`src/rtl/qdr_b2_pkg.sv`:
```
package qdr_b2_pkg;

    // Slot sequencer states: one internal tick per memory half-cycle.
    typedef enum logic [1:0] {
        ST_RST    = 2'd0,
        ST_KSLOT  = 2'd1,
        ST_KBSLOT = 2'd2
    } slot_e;

    // Memory read latency in internal ticks, from the K edge to word 0.
    localparam int LAT_NORMAL  = 3;
    localparam int LAT_DLL_OFF = 2;

    // Byte-write lane count for the supported word widths.
    function automatic int lane_count(input int dw);
        return (dw > 9) ? dw / 9 : 1;
    endfunction

endpackage

```
`src/rtl/qdr_b2_sched.sv`:
```
module qdr_b2_sched
    import qdr_b2_pkg::*;
#(
    parameter int AW = 20
) (
    input  logic          clk,
    input  logic          rst_n,
    input  logic          rd_valid_i,
    input  logic [AW-1:0] rd_addr_i,
    input  logic          wr_valid_i,
    input  logic [AW-1:0] wr_addr_i,
    output logic          accept_o,
    output logic          wr_fire_o,
    output logic          second_o,
    output logic          kph_o,
    output logic [AW-1:0] addr_o,
    output logic          rps_n_o,
    output logic          wps_n_o
);

    slot_e         st_q;
    slot_e         st_nx;
    logic          rd_fire;
    logic          wr_pend_q;
    logic [AW-1:0] wr_addr_q;

    assign accept_o  = (st_q == ST_KSLOT);
    assign rd_fire   = accept_o & rd_valid_i;
    assign wr_fire_o = accept_o & wr_valid_i;
    assign second_o  = (st_q == ST_KBSLOT);

    // Next-state logic.
    always_comb begin
        st_nx = st_q;
        unique case (st_q)
            ST_RST:    st_nx = ST_KSLOT;
            ST_KSLOT:  st_nx = ST_KBSLOT;
            ST_KBSLOT: st_nx = ST_KSLOT;
            default:   st_nx = ST_RST;
        endcase
    end

    // State register.
    always_ff @(posedge clk or negedge rst_n) begin
        if (!rst_n) begin
            st_q <= ST_RST;
        end else begin
            st_q <= st_nx;
        end
    end

    // Registered memory command outputs.
    always_ff @(posedge clk or negedge rst_n) begin
        if (!rst_n) begin
            kph_o     <= 1'b1;
            addr_o    <= '0;
            rps_n_o   <= 1'b1;
            wps_n_o   <= 1'b1;
            wr_pend_q <= 1'b0;
            wr_addr_q <= '0;
        end else begin
            unique case (st_q)
                ST_KSLOT: begin
                    // Outputs for the K slot: read address, write word 0.
                    kph_o     <= 1'b0;
                    rps_n_o   <= ~rd_fire;
                    wps_n_o   <= ~wr_fire_o;
                    wr_pend_q <= wr_fire_o;
                    if (rd_fire) begin
                        addr_o <= rd_addr_i;
                    end
                    if (wr_fire_o) begin
                        wr_addr_q <= wr_addr_i;
                    end
                end
                ST_KBSLOT: begin
                    // Outputs for the K# slot: write address, write word 1.
                    kph_o     <= 1'b1;
                    rps_n_o   <= 1'b1;
                    wps_n_o   <= ~wr_pend_q;
                    wr_pend_q <= 1'b0;
                    if (wr_pend_q) begin
                        addr_o <= wr_addr_q;
                    end
                end
                default: begin
                    kph_o     <= 1'b1;
                    rps_n_o   <= 1'b1;
                    wps_n_o   <= 1'b1;
                    wr_pend_q <= 1'b0;
                end
            endcase
        end
    end

endmodule

```
`src/rtl/qdr_b2_wrdata.sv`:
```
module qdr_b2_wrdata #(
    parameter int DW  = 18,
    parameter int BWN = 2
) (
    input  logic           clk,
    input  logic           rst_n,
    input  logic           load_i,
    input  logic           second_i,
    input  logic [DW-1:0]  w0_i,
    input  logic [DW-1:0]  w1_i,
    output logic [DW-1:0]  d_o,
    output logic [BWN-1:0] bws_n_o
);

    logic [DW-1:0] w1_q;

    // Word 0 goes out with the K slot, word 1 is parked for the K# slot.
    always_ff @(posedge clk or negedge rst_n) begin
        if (!rst_n) begin
            d_o  <= '0;
            w1_q <= '0;
        end else if (load_i) begin
            d_o  <= w0_i;
            w1_q <= w1_i;
        end else if (second_i) begin
            d_o  <= w1_q;
        end
    end

    // Every byte lane is written on every write.
    for (genvar g = 0; g < BWN; g++) begin : g_lane
        assign bws_n_o[g] = 1'b0;
    end

endmodule

```
`src/rtl/qdr_b2_rdcap.sv`:
```
module qdr_b2_rdcap
    import qdr_b2_pkg::*;
#(
    parameter int DW   = 18,
    parameter int TAGW = 4
) (
    input  logic            clk,
    input  logic            rst_n,
    input  logic            dll_off_i,
    input  logic            rps_n_i,
    input  logic            kph_i,
    input  logic [DW-1:0]   q_i,
    output logic            valid_o,
    output logic [DW-1:0]   d0_o,
    output logic [DW-1:0]   d1_o,
    output logic [TAGW-1:0] tag_o
);

    localparam int PIPE = LAT_NORMAL + 1;

    logic [PIPE-1:0] pipe_q;
    logic            cap0;
    logic            cap1;
    logic [TAGW-1:0] tag_cnt_q;

    // Issue marker travels one stage per tick after the sampling K edge.
    always_ff @(posedge clk or negedge rst_n) begin
        if (!rst_n) begin
            pipe_q <= '0;
        end else begin
            pipe_q <= {pipe_q[PIPE-2:0], ~rps_n_i & ~kph_i};
        end
    end

    assign cap0 = dll_off_i ? pipe_q[LAT_DLL_OFF-1] : pipe_q[LAT_NORMAL-1];
    assign cap1 = dll_off_i ? pipe_q[LAT_DLL_OFF]   : pipe_q[LAT_NORMAL];

    always_ff @(posedge clk or negedge rst_n) begin
        if (!rst_n) begin
            valid_o   <= 1'b0;
            d0_o      <= '0;
            d1_o      <= '0;
            tag_o     <= '0;
            tag_cnt_q <= '0;
        end else begin
            valid_o <= cap1;
            if (cap0) begin
                d0_o <= q_i;
            end
            if (cap1) begin
                d1_o      <= q_i;
                tag_o     <= tag_cnt_q;
                tag_cnt_q <= tag_cnt_q + 1'b1;
            end
        end
    end

endmodule

```
`src/rtl/qdr_b2_ctrl.sv`:
```
module qdr_b2_ctrl
    import qdr_b2_pkg::*;
#(
    parameter  int AW   = 20,
    parameter  int DW   = 18,
    parameter  int TAGW = 4,
    localparam int BWN  = lane_count(DW)
) (
    input  logic            clk,
    input  logic            rst_n,
    input  logic            dll_off_i,
    input  logic            rd_valid_i,
    output logic            rd_ready_o,
    input  logic [AW-1:0]   rd_addr_i,
    input  logic            wr_valid_i,
    output logic            wr_ready_o,
    input  logic [AW-1:0]   wr_addr_i,
    input  logic [DW-1:0]   wr_data0_i,
    input  logic [DW-1:0]   wr_data1_i,
    output logic            mem_kph_o,
    output logic [AW-1:0]   mem_addr_o,
    output logic            mem_rps_n_o,
    output logic            mem_wps_n_o,
    output logic [DW-1:0]   mem_d_o,
    output logic [BWN-1:0]  mem_bws_n_o,
    input  logic [DW-1:0]   mem_q_i,
    output logic            rsp_valid_o,
    output logic [DW-1:0]   rsp_data0_o,
    output logic [DW-1:0]   rsp_data1_o,
    output logic [TAGW-1:0] rsp_tag_o
);

    logic accept;
    logic wr_fire;
    logic second;

    assign rd_ready_o = accept;
    assign wr_ready_o = accept;

    qdr_b2_sched #(.AW(AW)) u_sched (
        .clk        (clk),
        .rst_n      (rst_n),
        .rd_valid_i (rd_valid_i),
        .rd_addr_i  (rd_addr_i),
        .wr_valid_i (wr_valid_i),
        .wr_addr_i  (wr_addr_i),
        .accept_o   (accept),
        .wr_fire_o  (wr_fire),
        .second_o   (second),
        .kph_o      (mem_kph_o),
        .addr_o     (mem_addr_o),
        .rps_n_o    (mem_rps_n_o),
        .wps_n_o    (mem_wps_n_o)
    );

    qdr_b2_wrdata #(.DW(DW), .BWN(BWN)) u_wrdata (
        .clk      (clk),
        .rst_n    (rst_n),
        .load_i   (wr_fire),
        .second_i (second),
        .w0_i     (wr_data0_i),
        .w1_i     (wr_data1_i),
        .d_o      (mem_d_o),
        .bws_n_o  (mem_bws_n_o)
    );

    qdr_b2_rdcap #(.DW(DW), .TAGW(TAGW)) u_rdcap (
        .clk       (clk),
        .rst_n     (rst_n),
        .dll_off_i (dll_off_i),
        .rps_n_i   (mem_rps_n_o),
        .kph_i     (mem_kph_o),
        .q_i       (mem_q_i),
        .valid_o   (rsp_valid_o),
        .d0_o      (rsp_data0_o),
        .d1_o      (rsp_data1_o),
        .tag_o     (rsp_tag_o)
    );

endmodule

```
`config.mk`:
```
export PLATFORM = sky130hd
export DESIGN_NAME = qdr_b2_ctrl
export DESIGN_NICKNAME = d
export VERILOG_FILES = /design/src/rtl/qdr_b2_pkg.sv /design/src/rtl/qdr_b2_sched.sv /design/src/rtl/qdr_b2_wrdata.sv /design/src/rtl/qdr_b2_rdcap.sv /design/src/rtl/qdr_b2_ctrl.sv
export SDC_FILE = /design/constraint.sdc
export NUM_CORES = 1
export LEC_CHECK = 0
export BUFFER_PORTS_ARGS = -buffer_cell sky130_fd_sc_hd__buf_2
export CAP_MARGIN = 30
export CORE_MARGIN = 10
export CORE_UTILIZATION = 45
export DETAILED_ROUTE_END_ITERATION = 10
export GPL_TIMING_DRIVEN = 0
export PLACE_DENSITY = 0.81
export SYNTH_ARGS = -nofsm -noshare
export SYNTH_HDL_FRONTEND = slang
export SYNTH_SLANG_ARGS = --single-unit
```
`constraint.sdc`:
```
create_clock -name clk -period 1.75 [get_ports clk]
set_input_delay 0.175 -clock clk [delete_from_list [all_inputs] [get_ports clk]]
set_output_delay 0.175 -clock clk [all_outputs]
set_load 0.05 [all_outputs]
```
# After elaboration in Yosys (flattened, before gate mapping)
# Cells that the tools add are included.
dict set report word_totals {
  register_bits 131
  latch_bits 0
  ram_bits 0
  mem_bits_ro 0
  in_bits 99
  output_inout_bits 86
  memories 0
}
dict set report op_classes {
  addsub 1
  n_mul 0
  div 0
  magnitude_cmp 0
  eq_ne 4
  shifts 0
  mux 12
  n_bitwise 8
  reduce_logical 6
}
# operator count
set ops {}
lappend ops {{$mux W20} 2}
lappend ops {{$pmux W20 S2} 1}
lappend ops {{$mux W18} 2}
lappend ops {{$mux W1} 5}
lappend ops {{$not A1 Y1} 5}
lappend ops {{$add A4 B1 Y4 const B} 1}
lappend ops {{$pmux W2 S2} 1}
lappend ops {{$reduce_bool A2 Y1} 2}
lappend ops {{$and A1 B1 Y1} 3}
lappend ops {{$reduce_and A3 Y1} 1}
lappend ops {{$eq A2 B1 Y1 const B} 1}
lappend ops {{$eq A2 B2 Y1 const B} 1}
lappend ops {{$logic_not A2 Y1} 1}
lappend ops {{$ne A2 B1 Y1 const B} 1}
lappend ops {{$ne A2 B2 Y1 const B} 1}
lappend ops {{$pmux W1 S2} 1}
lappend ops {{$reduce_and A2 Y1} 1}
lappend ops {{$reduce_or A2 Y1} 1}

# Longest topological paths before layout
dict set report depth {
  ltp_word 4
  depth_mapped 6
  ltp_nobuf 5
}

# Cells and area by module
# A second synthesis with hierarchy kept.
dict set report unflattened {
  cells_unflattened 399
  area_unflattened_um2 5447.7
}
# mod n_inst cells_per_inst area_each_um2 seq_area_each_um2
set modules_own_cells {}
lappend modules_own_cells {qdr_b2_sched 1 127 1991.9 1154.9}
lappend modules_own_cells {qdr_b2_rdcap 1 152 1851.8 1226.2}
lappend modules_own_cells {qdr_b2_wrdata 1 119 1596.5 900.9}
lappend modules_own_cells {qdr_b2_ctrl 1 1 7.5 0.0}

# Least setup slack after synthesis
# No wires, ideal clock.
dict set report synth_timing {
  path_kind {reg-to-reg}
  from {reg u_sched.st_q[1]}
  to {reg u_sched.addr_o[0]}
  setup_ps 125
  t_arrival_ps 1883
  required_time_ps 1625
  path_slack_ps -258
  path_stages_with_launch 7
  path_buffers 1
  period_less_slack_ps 2008
  path_cell_list {dfrtp_1 inv_1 ha_1 mux2i_1 a21oi_1 buf_2 mux2_2}
}
dict set report synth_via {
  elab_chain_cells 4
  elab_cells_between_ends 8
  classes_between {eq/ne: 4; mux: 1; bitwise: 1; reduce/logical: 2}
}
# item line
set synth_rtl {}
lappend synth_rtl {{start, declared} qdr_b2_sched.sv:21} ;# slot_e st_q;
lappend synth_rtl {{start signal, assigned} qdr_b2_sched.sv:48} ;# st_q <= st_nx;
lappend synth_rtl {{$eq A2 B1 Y1 *} qdr_b2_sched.sv:27} ;# assign accept_o = (st_q == ST_KSLOT);
lappend synth_rtl {{via rd_ready_o} qdr_b2_ctrl.sv:13} ;# output logic rd_ready_o,
lappend synth_rtl {{$and A1 B1 Y1} qdr_b2_sched.sv:28} ;# assign rd_fire = accept_o & rd_valid_i;
lappend synth_rtl {{$ne A2 B2 Y1 (no line)} --}
lappend synth_rtl {{$reduce_and A3 Y1 (no line)} --}
lappend synth_rtl {{end signal, assigned} qdr_b2_sched.sv:70} ;# addr_o <= rd_addr_i;
lappend synth_rtl {{end signal, assigned} qdr_b2_sched.sv:83} ;# addr_o <= wr_addr_q;
lappend synth_rtl {{end, declared} qdr_b2_sched.sv:16} ;# output logic [AW-1:0] addr_o,
# The timed path passes the listed nets; every way through them passes the cells marked *.
# A chain may end at the register's enable or synchronous reset.

# Worst setup path after layout
dict set report layout_timing {
  from {reg u_sched.st_q[0]}
  to {reg u_sched.addr_o[4]}
}
dict set report layout_via {
  elab_chain_cells 4
  elab_cells_between_ends 8
  classes_between {eq/ne: 4; mux: 1; bitwise: 1; reduce/logical: 2}
}
# item line
set layout_rtl {}
lappend layout_rtl {{$eq A2 B1 Y1} {qdr_b2_sched.sv:27, qdr_b2_sched.sv:62}}
lappend layout_rtl {{$and A1 B1 Y1} qdr_b2_sched.sv:28}
lappend layout_rtl {{$ne A2 B2 Y1 (no line)} --}
lappend layout_rtl {{$reduce_and A3 Y1 (no line)} --}
# Several ways; a longest one is shown, not always the timed one.

==> flow_summary.toml <==
[yosys]
synth.top_cell.area_share_pct = 59.7
synthTopCellsByArea = "dfrtp_1 60%, mux2_2 18%, nand2_1 6.3%"
synth-seq-cells = 131
synth_most_common_cell = "dfrtp_1"
synthCells = 403
postSynth.asyncResetShare_pct = 100
ys_warn_count = 0
synth_area_sq_um = 5360
synthTopCellsByCount = "128 x dfrtp_1, 90 x nand2_1, 86 x mux2_2"
synth_area_per_cell_sq_um = 13.3
ys_types = 24
synth_seq_area_share_pct = 61.2
synth_area_leader_cell = "dfrtp_1"
synth-edff-count = 0
synth_flop_cell = "dfrtp_1"

[clock_network]
clk_latency_ns = 0.41
cts_buffers = 17
cts_tree = "yes"
clkSlewWorstSetupHoldPaths_ns = 0.06
cts_sinks = 131
cts_buffer_depth = 2
htree_num_levels = 4
cts-root-buf = "clkbuf_16"

[layout]
nFillCells = 816
ff_latch_area_sq_um = 3280
instances_no_fill = 823
nets = 772
post-route-util_pct = 67.8
areaGrowthSynthToFinish_pct = 46.1
layout-drive-gt1-share_pct = 51.4
multiInputGateArea_sq_um = 2010

[job]
cap_violations = 0

[route]
antenna_left = 0
num_vias = 4018
dr.pass1.iters = 4
drcViolationCount = 0
wire_per_inst_microns = 18.4
vias_per_cell = 4.88
drt_iter0_drc = 155
finalWirelength_microns = 15200

[setup_path]
r2r_setup_slack_ns = 0.07
cp.depth = 5
crit_start = "u_sched.st_q[0]$_DFF_PN0_"
worstPathRequired_ns = 2.04
cp_top_family = "multiplexers"
path_class = "flip-flop to flip-flop"
crit_slowest_cell = "dfrtp_2"
ff2ff_path_depth = 5
crit_chain = "inv_2, ha_4, buf_6, mux2_2, mux2_2"
endpoint_kind = "flip-flop"
slowest_delay_ns = 0.44
crit_arrival_ns = 1.97
path_buf_inv = 2
start_kind = "flip-flop"
cp-endpoint = "u_sched.addr_o[4]$_DFFE_PN0P_"
cp_max_fo = 10
crit_top_cell = "mux2_2"
r2r_end = "u_sched.addr_o[4]$_DFFE_PN0P_"
r2r_start = "u_sched.st_q[0]$_DFF_PN0_"

[global_route]
grt_first_pass_wirelength_microns = 24200
first_global_vias = 4531
antenna_found_initial = 1
overflow = 0
grtUsageTotal_pct = 18.6
grt_max_degree = 93

[floorplan]
dieArea_sq_um = 16700
num_rows = 39
die_h_microns = 129
die_w_microns = 129
initial_core_util_pct = 46.4
ios = 185
core_area_sq_um = 11600

[place]
dp.cells = 730
gp_congestion = 0.801
port_buffers = 182
hpwl_microns = 10600

[power]
power_w = 0.00967
vdd_ir_drop_max_v = 0.000977
power.leakage_nw = 3.89
power.switching_w = 0.00299
p_per_area_nw_per_um2 = 1230
clock_power_share_pct = 39.9
p_seq_share_pct = 37.9
power.internal_w = 0.00668
power_frac_comb_pct = 22.2
switching_share_pct = 31.0

[sta]
period_share_pct = 96.0
fin_skew_ns = 0.00372
whs_ns = 0.0214
period_minus_slack_ns = 1.68
fmax_mhz = 595
grt_setup_unrepaired = "yes"
setup_violations = 0
hold_violations = 0
drv_slew = 0

[min_path]
hp-start = "wr_addr_i[11]"
holdCritPathClass = "input pin to flip-flop"

[run_status]
status = "completed"
## cell usage in the layout, fill, tap and decap left out, types with 2 or more instances in the layout
cell type / n
ha_1: 4
buf_4: 8
xnor2_1: 2
inv_1: 4
dfstp_2: 3
clkinv_2: 4
dfrtp_1: 127
mux2_2: 86
bufinv_16: 5
clkinvlp_4: 4
buf_2: 186
dlygate4sd3_1: 56
inv_2: 3
ha_4: 3
mux2i_1: 19
clkbuf_4: 2
o21ai_0: 18
clkbuf_16: 17
mux2_4: 10
nor2_1: 4
conb_1: 2
nand2_1: 90
buf_6: 8
mux2i_4: 2
## power by group through the flow
stage | Combinational (W) | Clock, W | Sequential (W)
global placement | 0.00198 | 0 | 0.00367
finish | 0.00215 | 0.00386 | 0.00366
detailed placement | 0.00204 | 0 | 0.00370
CTS | 0.00216 | 0.00394 | 0.00366
global route | 0.00227 | 0.00406 | 0.00371
floorplan | 0.000514 | 0 | 0.00457
## metrics by stage
step	area, sq um	setup TNS [ns]	setup WS (ns)
floorplan	5380	0	0.0644
global placement	6470	-158.33	-1.15
detailed placement	6500	-12.93	-0.644
CTS	7820	0	0.0145
global route	7840	-0.385	-0.0348
finish	7840	0	0.0698
## sequential cells by signal, summed over array words and instances (netlist names), 2 cells and up
name               flops
u_sched.addr_o        20
u_sched.wr_addr_q     20
u_rdcap.d0_o          18
u_rdcap.d1_o          18
u_wrdata.d_o          18
u_wrdata.w1_q         18
u_rdcap.pipe_q         4
u_rdcap.tag_cnt_q      4
u_rdcap.tag_o          4
u_sched.st_q           2
## how the worst min path moves through the flow
stage / depth (start not counted) / end / slack [ns]
after floorplan: 0 / u_rdcap.d0_o[0]$_DFFE_PN0P_ / -0.12
after global placement: 2 / u_sched.rps_n_o$_DFF_PN1_ / 0.33
after detailed placement: 1 / u_rdcap.d1_o[5]$_DFFE_PN0P_ / 0.11
after CTS: 2 / u_sched.wr_addr_q[11]$_DFFE_PN0P_ / 0.003
after global routing: 2 / u_sched.wr_addr_q[11]$_DFFE_PN0P_ / 0.01
final: 2 / u_sched.wr_addr_q[11]$_DFFE_PN0P_ / 0.02
## layout make-up
class / instances / share of cell area [%]
clock inverter: 14 / 2.67
sequential: 131 / 41.9
inverter: 7 / 0.335
multi-input combinational: 246 / 25.6
clock buffer: 18 / 5.60
antenna: 1 / 0.0319
timing repair buffer: 243 / 19.6
buffer: 20 / 2.01
tap: 143 / 2.28
## kinds of logic after synthesis
logic type | share of synthesized area [%]
compound gates | 2.03
xor+xnor | 0.490
fa+ha+maj | 1.63
buf+inv | 2.57
flops | 61.2
mux | 25.2
other cells | 0.0699
simple gates | 6.79
## layer usage
metal,GRT usage (%),wire [microns],vias up
met4,7.63,245,2
met2,31.7,7540,175
li1,-,-,1888
met3,7.50,1570,28
met5,0,13,-
met1,20.3,5800,1925
## what timing repair did
action	4_1_cts	5_1_grt
resized for setup	26	6
hold buffers	56	0
buffers inserted	2	0
endpoints found under the setup margin	47	51
cloned	2	0
hold endpoints to repair	100	0
(Power assumes the default switching activity.)
